## src/rtl/period_timer_pkg.sv

```systemverilog
package period_timer_pkg;
  localparam int DATA_W = 8;
  localparam int ADDR_W = 2;
  localparam logic [ADDR_W-1:0] ADDR_COUNT  = 2'd0;
  localparam logic [ADDR_W-1:0] ADDR_PERIOD = 2'd1;
  localparam logic [ADDR_W-1:0] ADDR_CTRL   = 2'd2;
  localparam logic [ADDR_W-1:0] ADDR_INTR   = 2'd3;

  // strobes from control to datapath
  typedef struct packed {
    logic wrCount;
    logic wrPeriod;
    logic wrIntr;
    logic clrScalers;
    logic step;
  } strobes_t;
endpackage

```

## src/rtl/period_timer_ctrl.sv

```systemverilog
module period_timer_ctrl
  import period_timer_pkg::*;
#(
  parameter int PRE_W = 4
) (
  input  logic              clk,
  input  logic              rstN,
  input  logic              tickEn,
  input  logic              wrEn,
  input  logic [ADDR_W-1:0] regAddr,
  input  logic [DATA_W-1:0] wrData,
  output logic [6:0]        ctrlQ,
  output strobes_t          strb
);
  localparam logic [PRE_W-1:0] LIM1  = '0;
  localparam logic [PRE_W-1:0] LIM4  = PRE_W'(3);
  localparam logic [PRE_W-1:0] LIM16 = PRE_W'(15);

  logic [PRE_W-1:0] preCnt;
  logic [PRE_W-1:0] preLimit;
  logic             running;
  logic             clrScalers;
  logic             stepNow;

  always_comb begin
    unique casez (ctrlQ[1:0])
      2'b00:   preLimit = LIM1;
      2'b01:   preLimit = LIM4;
      default: preLimit = LIM16;
    endcase
  end

  assign running    = ctrlQ[2];
  assign clrScalers = wrEn && (regAddr == ADDR_COUNT || regAddr == ADDR_CTRL);
  assign stepNow    = tickEn && running && (preCnt == preLimit) && !clrScalers;

  always_ff @(posedge clk) begin
    if (!rstN) begin
      ctrlQ  <= '0;
      preCnt <= '0;
    end else begin
      if (wrEn && regAddr == ADDR_CTRL) ctrlQ <= wrData[6:0];
      if (clrScalers)                   preCnt <= '0;
      else if (stepNow)                 preCnt <= '0;
      else if (tickEn && running)       preCnt <= preCnt + 1'b1;
    end
  end

  always_comb begin
    strb.wrCount    = wrEn && regAddr == ADDR_COUNT;
    strb.wrPeriod   = wrEn && regAddr == ADDR_PERIOD;
    strb.wrIntr     = wrEn && regAddr == ADDR_INTR;
    strb.clrScalers = clrScalers;
    strb.step       = stepNow;
  end
endmodule

```

## src/rtl/period_timer_datapath.sv

```systemverilog
module period_timer_datapath
  import period_timer_pkg::*;
#(
  parameter int POST_W = 4
) (
  input  logic              clk,
  input  logic              rstN,
  input  strobes_t          strb,
  input  logic [DATA_W-1:0] wrData,
  input  logic [POST_W-1:0] postSel,
  output logic [DATA_W-1:0] countQ,
  output logic [DATA_W-1:0] periodQ,
  output logic              flagQ,
  output logic              intEnQ,
  output logic              matchNow
);
  logic [POST_W-1:0] postCnt;
  logic              postFire;

  assign matchNow = strb.step && (countQ == periodQ);
  assign postFire = matchNow && (postCnt == postSel);

  always_ff @(posedge clk) begin
    if (!rstN) begin
      countQ  <= '0;
      periodQ <= '1;
      postCnt <= '0;
      flagQ   <= 1'b0;
      intEnQ  <= 1'b0;
    end else begin
      if (strb.wrCount)   countQ <= wrData;
      else if (matchNow)  countQ <= '0;
      else if (strb.step) countQ <= countQ + 1'b1;

      if (strb.wrPeriod) periodQ <= wrData;

      if (strb.clrScalers) postCnt <= '0;
      else if (postFire)   postCnt <= '0;
      else if (matchNow)   postCnt <= postCnt + 1'b1;

      if (postFire)         flagQ <= 1'b1;
      else if (strb.wrIntr) flagQ <= wrData[0];

      if (strb.wrIntr) intEnQ <= wrData[1];
    end
  end
endmodule

```

## src/rtl/period_timer.sv

```systemverilog
module period_timer
  import period_timer_pkg::*;
#(
  parameter int PRE_W  = 4,
  parameter int POST_W = 4
) (
  input  logic              clk,
  input  logic              rstN,
  input  logic              tickEn,
  input  logic              wrEn,
  input  logic [ADDR_W-1:0] regAddr,
  input  logic [DATA_W-1:0] wrData,
  output logic [DATA_W-1:0] rdData,
  output logic              matchPulse,
  output logic              irq
);
  strobes_t          strb;
  logic [6:0]        ctrlQ;
  logic [DATA_W-1:0] countQ;
  logic [DATA_W-1:0] periodQ;
  logic              flagQ;
  logic              intEnQ;

  period_timer_ctrl #(.PRE_W(PRE_W)) u_ctrl (
    .clk(clk), .rstN(rstN), .tickEn(tickEn), .wrEn(wrEn),
    .regAddr(regAddr), .wrData(wrData), .ctrlQ(ctrlQ), .strb(strb)
  );

  period_timer_datapath #(.POST_W(POST_W)) u_dp (
    .clk(clk), .rstN(rstN), .strb(strb), .wrData(wrData),
    .postSel(ctrlQ[6:3]), .countQ(countQ), .periodQ(periodQ),
    .flagQ(flagQ), .intEnQ(intEnQ), .matchNow(matchPulse)
  );

  assign irq = flagQ && intEnQ;

  always_comb begin
    unique case (regAddr)
      ADDR_COUNT:  rdData = countQ;
      ADDR_PERIOD: rdData = periodQ;
      ADDR_CTRL:   rdData = {1'b0, ctrlQ};
      default:     rdData = {6'b0, intEnQ, flagQ};
    endcase
  end
endmodule

```

## config.mk

```make
export PLATFORM = sky130hd
export DESIGN_NAME = period_timer
export DESIGN_NICKNAME = d
export VERILOG_FILES = /design/src/rtl/period_timer_pkg.sv /design/src/rtl/period_timer_ctrl.sv /design/src/rtl/period_timer_datapath.sv /design/src/rtl/period_timer.sv
export SDC_FILE = /design/constraint.sdc
export NUM_CORES = 1
export LEC_CHECK = 0
export ABC_CLOCK_PERIOD_IN_PS = 4900
export BUFFER_PORTS_ARGS = -buffer_cell sky130_fd_sc_hd__buf_2
export CAP_MARGIN = 20
export CORE_MARGIN = 3
export CORE_UTILIZATION = 34
export DETAILED_ROUTE_END_ITERATION = 10
export SYNTH_ARGS = -nofsm -noshare
export SYNTH_HDL_FRONTEND = slang
export SYNTH_SLANG_ARGS = --single-unit
```

## constraint.sdc

```tcl
create_clock -name clk -period 4.9 [get_ports clk]
set_clock_uncertainty 0.2 [all_clocks]
set_input_delay 0.98 -clock clk [delete_from_list [all_inputs] [get_ports clk]]
set_output_delay 0.98 -clock clk [all_outputs]
set_load 0.005 [all_outputs]
```

==> results.sh, run 1 <==
export IMPL_port_buffers=23
export IMPL_cp_max_fo=14
export IMPL_rows=26
export IMPL_core_um2=5300
export IMPL_worstPathArrival_ps=2200
export IMPL_worstPathCellList="buf_2, nor2b_1, nand2_1, o21ai_0, buf_2"
export IMPL_drt_wirelength_per_cell_um=15.7
export IMPL_gp_congestion=0.809
export IMPL_rsz0062_at_grt="false"
export IMPL_max_stage_delay_ps=640
export IMPL_via_per_inst=5.35
export IMPL_netlist_top_cells_count="nand2_1, dfxtp_1, nand3_1"
export IMPL_synth_most_common_cell="nand2_1"
export IMPL_firstDrtPassIters=4
export IMPL_antenna_cells=0
export IMPL_synth_top_area_frac=0.343
export IMPL_top_usage_layer="met2"
export IMPL_async_flop_share=0
export IMPL_finalSetupTns_ps=0
export IMPL_synth_warning_count=0
export IMPL_finalCritPeriodShare=0.690
export IMPL_die_width_um=81.3
export IMPL_synth_top_cells_by_area="dfxtp_1, nand2_1, nand3_1, xor2_1, mux2i_1"
export IMPL_ys_ff_latch=33
export IMPL_worst_path_buf_inv=2
export IMPL_slew_headroom=0.506
export IMPL_cts_tree="built"
export IMPL_syn_nets=247
export IMPL_wl_mm=5.05
export IMPL_cp_common_cell="buf_2"
export IMPL_status="completed"
export IMPL_numCtsBuffers=5
export IMPL_power_total_mw=0.630
export IMPL_grt_usage=0.167
export IMPL_clkTransAtPathRegs_ps=70
export IMPL_htreeDepth=2
export IMPL_crit_path_top_delay_cell="nor2b_1"
export IMPL_p_leak_nw=0.911
export IMPL_finalSetupViolCount=0
export IMPL_hold_path_class="flip-flop to flip-flop"
export IMPL_cts_resized=0
export IMPL_start_util=0.363
export IMPL_die_h_um=81.3
export IMPL_drt_iter0_drc=73
export IMPL_use_met2=0.248
export IMPL_clockBufferDepth=2
export IMPL_crit_family="simple AND/OR/NAND/NOR gates"
export IMPL_irDropWorstVdd_v=0.000137
export IMPL_synth_edf_count=0
export IMPL_yosys_area_top_type="dfxtp_1"
export IMPL_yosys_cell_types_count=44
export IMPL_crit_type="input port to output pin"
export IMPL_syn_inst=230
export IMPL_nNetsFinal=267
export IMPL_grt_antenna_before_repair=0
export IMPL_finalHoldViolCount=0
export IMPL_powerDensity_nw_per_um2=286
export IMPL_min_period_ps=3380
export IMPL_ant_nets=0
export IMPL_drive_above_1_share=0.179
export IMPL_required_ps=3720
export IMPL_critPathCaptureType="output pin"
export IMPL_hpwl_mm=3.81
export IMPL_grt_max_degree=30
export IMPL_grtUsageMet3=0.0366
export IMPL_cts_root_buffer="clkbuf_8"
export IMPL_overflow=0
export IMPL_cap_violations=0
export IMPL_max_slew_worst_pin_slew_ps=739
export IMPL_fmax_mhz=296
export IMPL_area_growth_pct=14.4
export IMPL_grt_pass1_wl_mm=8.27
export IMPL_postSynthAreaPerCell_um2=8.37
export IMPL_io_pins=24
export IMPL_grt_pass1_vias=1599
export IMPL_drc=0
export IMPL_yosysSeqAreaShare=0.343
export IMPL_slew_violations=0
export IMPL_dieArea_um2=6600
export IMPL_syn_area_um2=1930
export IMPL_synth_flop_cell="dfxtp_1"
export IMPL_clk_insertion_delay_late_ps=290
export IMPL_clock_sinks=33
export IMPL_grt_use_met1=0.231
export IMPL_vias=1717
export IMPL_cts_setup_buffers=0
export IMPL_worstSetupStartpointType="input port"
export IMPL_hold_buffers=0
-- worst paths after layout --
path / from / cells past startpoint / slack (ps) / endpoint
worst min-delay path: u_dp.periodQ[4] / 2 / 300 / u_dp.periodQ[4]
worst max register to register: u_ctrl.preCnt[0] / 5 / 2850 / u_dp.countQ[1]
worst min register to register: u_dp.periodQ[4] / 2 / 300 / u_dp.periodQ[4]
worst max-delay path: regAddr[1] / 5 / 1520 / rdData[5]
-- kinds of logic (layout without fill, tap and decap cells) --
family / Yosys count / count (layout) / share of synthesized area
compound gates: 49 / 49 / 0.173
xor+xnor: 18 / 18 / 0.0819
fa+ha+maj: 3 / 3 / 0.0195
buf+inv: 13 / 34 / 0.0273
flops: 33 / 33 / 0.343
mux: 11 / 11 / 0.0702
simple gates: 103 / 103 / 0.285
-- cells in the final DEF (no fill, tap or decap), types with 2 or more instances in the layout --
cell / count
a41oi_1: 3
and3_1: 6
mux4_2: 2
o21ai_0: 11
o21ai_1: 5
buf_2: 23
nor2b_1: 4
a21bo_1: 2
nor3_1: 8
inv_1: 3
nor4_4: 2
a21oi_1: 9
nand4b_1: 2
xnor2_1: 6
a22o_1: 2
nand3_1: 24
nor2_1: 4
nand2_1: 39
nand4_1: 4
ha_1: 3
mux2i_1: 9
clkbuf_8: 6
o21ai_2: 2
and2_1: 2
a21boi_1: 7
xor2_1: 12
dfxtp_1: 33
-- registers in the layout, summed over array words and instances, names as in the netlist --
name and flops:
u_dp.intEnQ 1, u_dp.postCnt 4, u_ctrl.preCnt 4, u_dp.periodQ 8, u_ctrl.ctrlQ 7, u_dp.countQ 8
u_dp.flagQ 1
-- report_power, final --
| group | leakage (nW) | internal [mW] | total, mW | switching [mW] |
|---|---|---|---|---|
| logic | 0.584 | 0.0298 | 0.0728 | 0.0430 |
| clock network | 0.0585 | 0.166 | 0.268 | 0.102 |
| registers | 0.269 | 0.277 | 0.289 | 0.0121 |
| total | 0.911 | 0.473 | 0.630 | 0.157 |
-- layer usage --
layer  vias to the layer above  wire (µm)
met2                        36       2270
li1                        865          -
met5                         -          0
met3                         7        199
met4                         0         99
met1                       809       2480
-- worst reg2reg max path, stage by stage, from the launching register on --
cell	delay (ps)
dfxtp_1	390
and3_1	210
nand3_1	120
a21oi_1	420
nor3b_2	440
a22o_1	200
-- per-stage QoR --
stage	hold slack (ps)	utilization	cells	setup WS (ps)	instance area [µm²]
2_1_floorplan	253	-	230	1900	1930
3_3_place_gp	287	0.394	313	1600	2090
3_5_place_dp	290	0.394	313	1560	2090
4_1_cts	302	0.416	321	1550	2200
5_1_grt	329	0.416	321	1340	2200
6_report	301	0.416	321	1520	2200
-- area by class of cell --
| class | instances | area (µm²) |
|---|---|---|
| inverter | 3 | 11.3 |
| multi-input combinational | 184 | 1210 |
| sequential | 33 | 661 |
| fill | 551 | 3100 |
| clock inverter | 1 | 30.0 |
| timing repair buffer | 23 | 115 |
| clock buffer | 7 | 86.3 |
| tap | 70 | 87.6 |
No activity file was read; power rests on OpenSTA's default activity.
==> inputs of run 2 (changes only) <==
--- a/config.mk
+++ b/config.mk
@@ -5,7 +5,7 @@
 export SDC_FILE = /design/constraint.sdc
 export NUM_CORES = 1
 export LEC_CHECK = 0
-export ABC_CLOCK_PERIOD_IN_PS = 4900
+export ABC_CLOCK_PERIOD_IN_PS = 2900
 export BUFFER_PORTS_ARGS = -buffer_cell sky130_fd_sc_hd__buf_2
 export CAP_MARGIN = 20
 export CORE_MARGIN = 3
==> constraint.sdc (replaced) <==
create_clock -name clk -period 2.9 [get_ports clk]
set_clock_uncertainty 0.2 [all_clocks]
set_input_delay 0.58 -clock clk [delete_from_list [all_inputs] [get_ports clk]]
set_output_delay 0.58 -clock clk [all_outputs]
set_load 0.005 [all_outputs]
==> run 2 against run 1 <==
Net effect: power is 53% higher; utilization is 0.14 points higher; largest power group unchanged; critical endpoint is now matchPulse; combinational power is 76% higher; hold slack worse by 2.8 ps; count of clock-buffer cells in the layout stayed put; sequential share of layout area is 0.10 points lower; sequential power is 69% higher; critical path depth is 1 higher; routed wire length is 1.3% higher; global-route usage is 0.20 points higher; via count is 2.2% higher; non-clock buffer count is 5 higher.
==> results.sh, run 2 (synthesis results as in run 1) <==
export IMPL_cap_violations=0
export IMPL_cp_max_fo=13
export IMPL_cts_resized=0
export IMPL_die_h_um=81.3
export IMPL_worstSetupStartpointType="input port"
export IMPL_vias=1755
export IMPL_r2r_cells=5
export IMPL_clock_sinks=33
export IMPL_rsz0062_at_grt="false"
export IMPL_layout_common_cells="nand2_1, dfxtp_1, nand3_1"
export IMPL_drive_above_1_share=0.192
export IMPL_switching_share=0.262
export IMPL_gp_congestion=0.869
export IMPL_overflow=0
export IMPL_dpl_worst_slack_ps=428
export IMPL_top_regs="u_dp.countQ (8), u_dp.periodQ (8), u_ctrl.ctrlQ (7)"
export IMPL_nFillCells=537
export IMPL_critPathCaptureType="output pin"
export IMPL_irDropWorstVdd_v=0.000379
export IMPL_grt_pass1_vias=1664
export IMPL_fin_util=0.417
export IMPL_clkTransAtPathRegs_ps=60
export IMPL_fin_area_um2=2210
export IMPL_powerDensity_nw_per_um2=435
export IMPL_holdPathEnd="u_dp.periodQ[0]"
export IMPL_postPlaceCellArea_um2=2120
export IMPL_slew_headroom=0.628
export IMPL_finalSetupViolCount=0
export IMPL_required_ps=2120
export IMPL_p_leak_nw=0.923
export IMPL_power_total_mw=0.961
export IMPL_min_from="u_dp.periodQ[0]"
export IMPL_firstDrtPassIters=4
export IMPL_die_width_um=81.3
export IMPL_finalSetupTns_ps=0
export IMPL_hold_path_class="flip-flop to flip-flop"
export IMPL_intPower_mw=0.710
export IMPL_numCtsBuffers=5
export IMPL_grt_antenna_before_repair=0
export IMPL_grt_pass1_wl_mm=8.51
export IMPL_min_path_cells=2
export IMPL_wl_mm=5.11
export IMPL_r2r_start="u_ctrl.preCnt[0]"
export IMPL_layout_commonest_cell="nand2_1"
export IMPL_io_pins=24
export IMPL_ant_nets=0
export IMPL_dieArea_um2=6600
export IMPL_core_um2=5300
export IMPL_hold_buffers=0
export IMPL_switching_power_mw=0.252
export IMPL_via_per_inst=5.40
export IMPL_fin_ws_ps=424
export IMPL_slew_violations=0
export IMPL_drt_wirelength_per_cell_um=15.7
export IMPL_min_period_ps=2480
export IMPL_cts_root_buffer="clkbuf_8"
export IMPL_max_slew_worst_pin_slew_ps=556
export IMPL_antenna_cells=0
export IMPL_worstPathArrival_ps=1700
export IMPL_finalCritPeriodShare=0.854
export IMPL_area_growth_pct=14.8
export IMPL_start_util=0.363
export IMPL_nNetsFinal=272
export IMPL_port_buffers=23
export IMPL_regToRegSetupSlack_ps=880
export IMPL_grt_max_degree=29
export IMPL_grt_usage=0.169
export IMPL_finalHoldViolCount=0
export IMPL_cts_setup_buffers=0
export IMPL_pwr_share_comb=0.133
export IMPL_cts_tree="built"
export IMPL_power_share_clock=0.359
export IMPL_clk_insertion_delay_late_ps=280
export IMPL_htreeDepth=2
export IMPL_status="completed"
export IMPL_drc=0
export IMPL_rows=26
export IMPL_drt_iter0_drc=107
export IMPL_clockBufferDepth=2
export IMPL_r2r_end="u_dp.countQ[1]"
export IMPL_fmax_mhz=404
export IMPL_seqPwrFrac=0.508
export IMPL_crit_type="input port to output pin"
export IMPL_hpwl_mm=3.78
## run 2: cell types whose count changed in the layout (fill, tap and decap cells not counted)
cell | previous run | this run
buf_4 | 0 | 5
bufinv_16 | 1 | 0
## run 2: routing by layer
layer,track usage,up-vias,routed length (µm)
li1,-,872,-
met1,0.232,836,2440
met2,0.265,43,2340
met3,0.0366,4,265
met4,0.0473,0,61
met5,0,-,0
## run 2: power by group through the flow
stage	Combinational, mW	Clock, mW	Sequential, mW
after floorplan	0.0863	0	0.491
after global placement	0.127	0	0.498
after detailed placement	0.127	0	0.498
after CTS	0.128	0.361	0.488
after global routing	0.141	0.378	0.490
final	0.128	0.345	0.488
## run 2: how the worst max path moves through the flow
| stage | from | endpoint | slack, ps |
|---|---|---|---|
| detailed placement | regAddr[0] | matchPulse | 430 |
| finish | regAddr[0] | matchPulse | 420 |
| floorplan | regAddr[0] | rdData[2] | 700 |
| CTS | regAddr[0] | matchPulse | 410 |
| global placement | regAddr[0] | matchPulse | 460 |
| global route | regAddr[0] | matchPulse | 290 |
## run 2: through the flow
step	hold WS, ps	cells
global route	312	325
floorplan	253	230
global placement	289	318
finish	298	325
detailed placement	290	318
CTS	300	325
## run 2: layout make-up
type                            count  area, µm²  share of cell area
Multi-Input combinational cell    184       1210               0.548
Sequential cell                    33        661               0.299
Timing Repair Buffer               28        153              0.0690
Tap cell                           70       87.6              0.0396
Clock buffer                        7       86.3              0.0390
Inverter                            3       11.3             0.00509
## run 2: worst max-delay path, cell delays in order
cell and delay [ps]:
buf_2 290, nand2b_2 230, nor2b_2 210, o2111ai_2 190, inv_1 90, buf_2 110
